--- config.mk ---
export PLATFORM = sky130hd
export DESIGN_NAME = scl_rate_gen
export DESIGN_NICKNAME = d
export VERILOG_FILES = /design/src/rtl/scl_rate_gen_pkg.sv /design/src/rtl/scl_rate_cnt.sv /design/src/rtl/scl_rate_ctrl.sv /design/src/rtl/scl_rate_gen.sv
export SDC_FILE = /design/constraint.sdc
export NUM_CORES = 1
export LEC_CHECK = 0
export BUFFER_PORTS_ARGS = -buffer_cell sky130_fd_sc_hd__clkbuf_2
export CAP_MARGIN = 5
export CORE_AREA = 2 2 42 47
export DETAILED_ROUTE_END_ITERATION = 8
export DIE_AREA = 0 0 44 49
export GPL_TIMING_DRIVEN = 0
export PLACE_DENSITY = 0.57
export SLEW_MARGIN = 15
export SYNTH_ARGS = -nofsm -noshare
export SYNTH_HDL_FRONTEND = slang
export SYNTH_SLANG_ARGS = --single-unit
--- constraint.sdc ---
create_clock -name clk_i -period 6.8 [get_ports clk_i]
set_clock_uncertainty 0.2 [all_clocks]
set_input_delay 0.68 -clock clk_i [delete_from_list [all_inputs] [get_ports clk_i]]
set_output_delay 0.68 -clock clk_i [all_outputs]
set_load 0.02 [all_outputs]
--- src/rtl/scl_rate_gen_pkg.sv ---
package scl_rate_gen_pkg;
  typedef enum logic {ST_IDLE = 1'b0, ST_RUN = 1'b1} run_state_e;
endpackage

--- src/rtl/scl_rate_cnt.sv ---
module scl_rate_cnt #(
  parameter int W = 7
) (
  input  logic         clk_i,
  input  logic         rst_ni,
  input  logic         clear_i,
  input  logic         load_i,
  input  logic         step_i,
  input  logic [W-1:0] reload_i,
  output logic         wrap_o
);
  logic [W-1:0] cnt_q;

  assign wrap_o = step_i && (cnt_q == '0);

  always_ff @(posedge clk_i or negedge rst_ni) begin
    if (!rst_ni)       cnt_q <= '0;
    else if (clear_i)  cnt_q <= '0;
    else if (load_i)   cnt_q <= reload_i;
    else if (wrap_o)   cnt_q <= reload_i;  // reload taken only here
    else if (step_i)   cnt_q <= cnt_q - 1'b1;
  end
endmodule

--- src/rtl/scl_rate_ctrl.sv ---
module scl_rate_ctrl
  import scl_rate_gen_pkg::*;
(
  input  logic clk_i,
  input  logic rst_ni,
  input  logic en_i,
  input  logic tick_i,
  input  logic start_i,
  input  logic done_i,
  input  logic wrap_i,
  output logic clear_o,
  output logic load_o,
  output logic step_o,
  output logic busy_o,
  output logic scl_o,
  output logic roll_o
);
  run_state_e state_q;
  logic       scl_q, roll_q;

  assign busy_o  = (state_q == ST_RUN);
  assign clear_o = !en_i;
  assign load_o  = en_i && start_i && !busy_o;
  // done wins over a tick in the same cycle
  assign step_o  = en_i && busy_o && tick_i && !done_i;

  always_ff @(posedge clk_i or negedge rst_ni) begin
    if (!rst_ni) begin
      state_q <= ST_IDLE;
      scl_q   <= 1'b1;
      roll_q  <= 1'b0;
    end else begin
      roll_q <= wrap_i;
      if (!en_i) begin
        state_q <= ST_IDLE;
        scl_q   <= 1'b1;
      end else begin
        if (busy_o && done_i) state_q <= ST_IDLE;
        else if (load_o)      state_q <= ST_RUN;
        if (wrap_i)           scl_q   <= !scl_q;
      end
    end
  end

  assign scl_o  = scl_q;
  assign roll_o = roll_q;
endmodule

--- src/rtl/scl_rate_gen.sv ---
module scl_rate_gen #(
  parameter int RELOAD_W = 7
) (
  input  logic                clk_i,
  input  logic                rst_ni,
  input  logic                en_i,
  input  logic                tick_i,
  input  logic [RELOAD_W-1:0] reload_i,
  input  logic                start_i,
  input  logic                done_i,
  output logic                scl_o,
  output logic                busy_o,
  output logic                roll_o
);
  logic clear, load, step, wrap;

  scl_rate_cnt #(.W(RELOAD_W)) u_cnt (
    .clk_i    (clk_i),
    .rst_ni   (rst_ni),
    .clear_i  (clear),
    .load_i   (load),
    .step_i   (step),
    .reload_i (reload_i),
    .wrap_o   (wrap)
  );

  scl_rate_ctrl u_ctrl (
    .clk_i   (clk_i),
    .rst_ni  (rst_ni),
    .en_i    (en_i),
    .tick_i  (tick_i),
    .start_i (start_i),
    .done_i  (done_i),
    .wrap_i  (wrap),
    .clear_o (clear),
    .load_o  (load),
    .step_o  (step),
    .busy_o  (busy_o),
    .scl_o   (scl_o),
    .roll_o  (roll_o)
  );
endmodule

==> out/metrics.cfg, run 1 <==
[logic_synthesis]
netlist_area_um2=641
synth_cell_types=34
ys_ff_latch=10
async_flop_share_pct=100
seq_area_frac_synth_pct=39.3
avgSynthCellArea_um2=9.86
synth_edf_count=0
netlist_instances=65
yosysWarnings=0
ys.flop_type=dfrtp_1
syn-num-nets=79

[clocking]
htreeDepth=1
cts_root_buffer=clkbuf_4
clk_pin_slew_ns=0.08
clock_path_buffers=2
post-cts-setup-buffers=0
clkLatencyLatePin_ns=0.28
cts.sinks=10
cts.hold.buffers_added=0
cts_made_buffers=3
cts_tree=done
post_cts_resized=0

[drt]
drtIter0Drc=20
wl_per_cell_um=14.5
vias_per_cell=5.76
ant_nets=0
drt-total-wl_mm=1.48
drc=0
firstDrtPassIters=4
vias=588

[worst_setup_path]
rr_startpoint=u_cnt.cnt_q[3]$_DFFE_PN0P_
criticalPathCategory=in -> reg
cp-start-kind=input pin
end_kind=register
cp_max_fo=7
crit_path_max_incr_delay_ns=0.46
cp.required_ns=6.77
crit_slowest_cell=or4b_1
arrival_ns=2.45
path_cells=clkbuf_2, or4b_1, buf_6, o41ai_4, mux2_4, a32o_1
startpoint=en_i
cp_top_family=compound AO/OA/AOI/OAI gates
cp_num_buf_inv=2

[sta]
period_needed_ns=2.48
relSlewSlack_pct=70.1
fin_crit_sh_pct=36.5
fmaxAchievable_ghz=0.403
fin_setup_tns_ns=0
setup_viol=0
worst_pin_slew_ns=0.447
grt_setup_unrepaired=no
timing.final.hold_violations=0
slew_viol_final=0

[final_layout]
diodes=0
nets=99
finalInstanceArea_um2=774
fin_cells=102
syn2layout_area_growth_pct=20.9
drive_gt1_share_pct=31.0
final_util_pct=45.0

[global_route]
grt_max_degree=11
grt_antenna_before_repair=0
overflow=0
grt_pass1_wl_mm=2.41
grt_pass1_vias=541
grt_usage_pct=15.4

[floorplan]
die_h_um=49
num_rows=16
start_util_pct=37.2
die_area_um2=2160
core_um2=1720
io_pins=16
die_w_um=44

[power_and_ir_drop]
ir_worst_vdd_uv=84.0
power_density_nw_per_um2=215
leakage_nw=0.345
total_power_w=0.000166

[flow_run]
drv_cap=0

[placed_design]
port_buffers=15
dp.cells=98
place_congestion=0.777
placed_area_um2=738

[hold_path]
hold_class=in -> async

[run_status]
status=finished, final reports clean

## cell usage in the layout, fill, tap and decap left out, types with 3 or more instances in the layout
cell type / n
nand3_1: 3
nand2_1: 3
o21ai_0: 4
inv_1: 3
a21oi_1: 5
nand2b_1: 3
dfrtp_1: 9
clkbuf_4: 3
nor3_1: 4
clkbuf_2: 15
## metal layers
metal  up-vias  global-route usage, %  routed length [µm]
li1        295                      -                   -
met1       263                   19.6                 710
met2        24                   24.0                 658
met3         6                   3.33                  72
met4         0                   7.58                  38
met5         -                      0                   0
## Yosys cell counts, drive strengths merged (2+ instances only)
| library cell | instances | share of area, % |
|---|---|---|
| a21oi | 5 | 3.9 |
| a32o | 2 | 3.1 |
| dfrtp | 9 | 35 |
| inv | 3 | 1.8 |
| nand2 | 3 | 1.8 |
| nand2b | 3 | 2.9 |
| nand3 | 3 | 2.3 |
| nand3b | 2 | 2.9 |
| nor2 | 2 | 1.2 |
| nor3 | 4 | 3.1 |
| nor4 | 3 | 3.9 |
| o21ai | 4 | 3.1 |
| o311ai | 2 | 2.7 |
| o41ai | 2 | 5.7 |
| or3 | 2 | 2.0 |
## cell families after synthesis
group           share of synthesized area (%)
simple gates                             25.4
fa+ha+maj                                1.95
compound gates                           25.6
flops                                    39.3
buf+inv                                  4.10
mux                                      2.34
xor+xnor                                 1.37
## path summary, 6_finish.rpt
kind / cells past startpoint / slack (ns) / to
worst max-delay path: 6 / 4.32 / u_cnt.cnt_q[5]$_DFFE_PN0P_
worst min-delay path: 1 / 0.06 / u_cnt.cnt_q[2]$_DFFE_PN0P_
worst max register to register: 5 / 4.34 / u_cnt.cnt_q[5]$_DFFE_PN0P_
worst min register to register: 1 / 0.34 / u_cnt.cnt_q[2]$_DFFE_PN0P_
max in group asynchronous: 1 / 6.08 / u_ctrl.scl_o$_DFFE_PN1P_
min in group clk_i: 1 / 0.34 / u_cnt.cnt_q[2]$_DFFE_PN0P_
## through the flow
| stage | hold WS, ns | setup WS, ns |
|---|---|---|
| 2_1_floorplan | 0.184 | 4.30 |
| 3_3_place_gp | 0.326 | 4.02 |
| 3_5_place_dp | 0.323 | 4.03 |
| 4_1_cts | 0.0655 | 4.31 |
| 5_1_grt | 0.0709 | 4.25 |
| 6_report | 0.0578 | 4.32 |
## flip-flops by register name (all words and copies together), names as in the netlist
signal,flops
u_cnt.cnt_q,7
u_ctrl.busy_o,1
u_ctrl.roll_o,1
u_ctrl.scl_o,1
## power breakdown
part           leakage [nW]  switching (W)  internal, W
Clock                0.0210      0.0000249    0.0000326
Combinational         0.194      0.0000220    0.0000173
Sequential            0.131     0.00000550    0.0000640
## final cells by class
cell class | count | area, µm²
well taps | 18 | 22.5
plain buffers | 2 | 15.0
repair buffers | 15 | 75.1
inverters | 3 | 11.3
multi-input cells | 50 | 363
flip-flops and latches | 10 | 251
clock buffers | 4 | 36.3
fillers | 182 | 947
(Power assumes the default switching activity.)
==> inputs of run 2 (changes only) <==
--- a/config.mk
+++ b/config.mk
@@ -11,7 +11,7 @@
 export DETAILED_ROUTE_END_ITERATION = 8
 export DIE_AREA = 0 0 44 49
 export GPL_TIMING_DRIVEN = 0
-export PLACE_DENSITY = 0.57
+export PLACE_DENSITY = 0.6
 export SLEW_MARGIN = 15
 export SYNTH_ARGS = -nofsm -noshare
 export SYNTH_HDL_FRONTEND = slang
==> constraint.sdc (replaced) <==
create_clock -name clk_i -period 2.2 [get_ports clk_i]
set_clock_uncertainty 0.2 [all_clocks]
set_input_delay 0.22 -clock clk_i [delete_from_list [all_inputs] [get_ports clk_i]]
set_output_delay 0.22 -clock clk_i [all_outputs]
set_load 0.02 [all_outputs]
==> out/metrics.cfg, run 2 (synthesis results as in run 1) <==
[worst_setup_path]
end_kind=register  ; unchanged
cp.required_ns=2.15  ; was 6.77 ns
cp_max_fo=5  ; was 7
crit_slowest_cell=or4b_4  ; was or4b_1
reg2reg_depth=5  ; unchanged
crit_path_max_incr_delay_ns=0.49  ; was 0.46 ns
r2r_end=u_cnt.cnt_q[5]$_DFFE_PN0P_  ; unchanged
cp_num_buf_inv=1  ; was 2
critical_path_depth=5  ; was 6
cp_top_family=simple AND/OR/NAND/NOR gates  ; was compound AO/OA/AOI/OAI gates
criticalPathCategory=reg -> reg  ; was in -> reg
arrival_ns=2.13  ; was 2.45 ns
r2r_setup_slack_ns=0.03  ; was 4.34 ns
cp-start-kind=register  ; was input pin
rr_startpoint=u_cnt.cnt_q[4]$_DFFE_PN0P_  ; was u_cnt.cnt_q[3]$_DFFE_PN0P_
path_cells=or4b_4, buf_6, o41ai_4, mux2_4, a32o_1  ; was clkbuf_2, or4b_1, buf_6, o41ai_4, mux2_4, a32o_1

[drt]
drtIter0Drc=3  ; was 20
drc=0  ; unchanged
ant_nets=0  ; unchanged
firstDrtPassIters=4  ; unchanged
vias=618  ; was 588
vias_per_cell=5.42  ; was 5.76
wl_per_cell_um=13.2  ; was 14.5 µm
drt-total-wl_mm=1.51  ; was 1.48 mm

[final_layout]
largest_reg_flops=7  ; unchanged
final_util_pct=52.1  ; was 45.0%
top_register=u_cnt.cnt_q  ; unchanged
nets=111  ; was 99
num-fill-cells=167  ; was 182
final_common_cell=clkbuf_2  ; unchanged
finalInstanceArea_um2=897  ; was 774 µm²
diodes=0  ; unchanged
multiInputGateArea_um2=389  ; was 363 µm²
layout.area.seq_um2=253  ; was 251 µm²
layout_common_cells=15 x clkbuf_2, 8 x dfrtp_1, 6 x dlygate4sd3_1, 6 x buf_4, 5 x a21oi_1  ; was 15 x clkbuf_2, 9 x dfrtp_1, 5 x a21oi_1, 4 x nor3_1, 4 x o21ai_0
syn2layout_area_growth_pct=40.0  ; was 20.9%
drive_gt1_share_pct=37.5  ; was 31.0%

[sta]
fin_setup_tns_ns=0  ; unchanged
relSlewSlack_pct=74.2  ; was 70.1%
setup_viol=0  ; unchanged
fin_crit_sh_pct=98.8
slew_viol_final=0  ; unchanged
fmaxAchievable_ghz=0.460
period_needed_ns=2.17
hold_ws_ns=0.0202  ; was 0.0578 ns
grt_setup_unrepaired=yes  ; was no
timing.final.hold_violations=0  ; unchanged
worst_pin_slew_ns=0.386  ; was 0.447 ns

[clocking]
clkLatencyLatePin_ns=0.26  ; was 0.28 ns
cts.sinks=10  ; unchanged
clock_path_buffers=2  ; unchanged
cts_made_buffers=3  ; unchanged
cts_tree=done  ; unchanged
cts_root_buffer=clkbuf_4  ; unchanged
clk_pin_slew_ns=0.07  ; was 0.08 ns
htreeDepth=1  ; unchanged

[global_route]
grt_pass1_vias=590  ; was 541
grt_usage_pct=16.1  ; was 15.4%
grt_max_degree=11  ; unchanged
grt_pass1_wl_mm=2.63  ; was 2.41 mm
grt_antenna_before_repair=0  ; unchanged
overflow=0  ; unchanged

[floorplan]
num_rows=16  ; unchanged
die_w_um=44  ; unchanged
start_util_pct=37.2  ; unchanged
die_area_um2=2160  ; unchanged
core_um2=1720  ; unchanged
io_pins=16  ; unchanged
die_h_um=49  ; unchanged

[flow_run]
drv_cap=0  ; unchanged

[power_and_ir_drop]
leakage_nw=0.396  ; was 0.345 nW
total_power_w=0.000512  ; was 0.000166 W
power_density_nw_per_um2=571  ; was 215 nW/µm²
ir_worst_vdd_uv=309  ; was 84.0 µV

[hold_path]
min_path_cells=3
hold_class=in -> reg  ; was in -> async
min-delay-start=reload_i[0]
worstHoldEndpoint=u_cnt.cnt_q[0]$_DFFE_PN0P_

[placed_design]
hpwl_mm=1.04
placed_area_um2=738  ; unchanged
place_congestion=0.766  ; was 0.777
port_buffers=15  ; unchanged

[run_status]
status=finished, final reports clean  ; unchanged

-- run 2: worst max path at each step --
stage | startpoint | endpoint | slack (ns)
after floorplan | u_cnt.cnt_q[3]$_DFFE_PN0P_ | u_cnt.cnt_q[5]$_DFFE_PN0P_ | -0.03
after global placement | u_cnt.cnt_q[3]$_DFFE_PN0P_ | u_cnt.cnt_q[5]$_DFFE_PN0P_ | -0.17
after detailed placement | u_cnt.cnt_q[3]$_DFFE_PN0P_ | u_cnt.cnt_q[5]$_DFFE_PN0P_ | -0.16
after CTS | u_cnt.cnt_q[3]$_DFFE_PN0P_ | u_cnt.cnt_q[5]$_DFFE_PN0P_ | -0.04
after global routing | u_cnt.cnt_q[4]$_DFFE_PN0P_ | u_cnt.cnt_q[5]$_DFFE_PN0P_ | -0.01
final | u_cnt.cnt_q[4]$_DFFE_PN0P_ | u_cnt.cnt_q[5]$_DFFE_PN0P_ | 0.03
-- run 2: worst reg2reg max path: stages (launching register included) --
cell and delay (ns):
dfrtp_1 0.42, or4b_4 0.49, buf_6 0.14, o41ai_4 0.27, mux2_4 0.33, a32o_1 0.21
-- run 2: final cells by class --
cell class | count | share of cell area (%)
well taps | 18 | 2.51
flip-flops and latches | 10 | 28.2
inverters | 3 | 1.26
plain buffers | 2 | 1.67
multi-input cells | 50 | 43.4
clock buffers | 4 | 2.93
repair buffers | 27 | 20.1
-- run 2: per-layer routing --
metal / vias to the layer above / share of wire, % / GRT usage [%]
met5: - / 0 / 0
met4: 0 / 1.1 / 6.06
met3: 4 / 2.2 / 3.33
met2: 9 / 48 / 23.8
met1: 288 / 48 / 22.8
li1: 317 / - / -
-- run 2: stage by stage --
stage | setup WS, ns | std cells
after detailed placement | -0.164 | 98
after floorplan | -0.0300 | 65
after global routing | -0.0150 | 114
final | 0.0257 | 114
after CTS | -0.0427 | 113
after global placement | -0.169 | 98
-- run 2: power by group --
part	total, W	switching, W	internal [W]
combinational	0.000165	0.0000833	0.0000816
sequential	0.000212	0.0000134	0.000198
clock	0.000136	0.0000656	0.0000701
-- run 2: timing repair --
item,4_1_cts,5_1_grt
endpoints found under the hold margin,14,1
buffers inserted,6,0
pin swaps,1,1
gates resized for setup,1,5
setup endpoints to repair,1,4
hold buffers,5,1
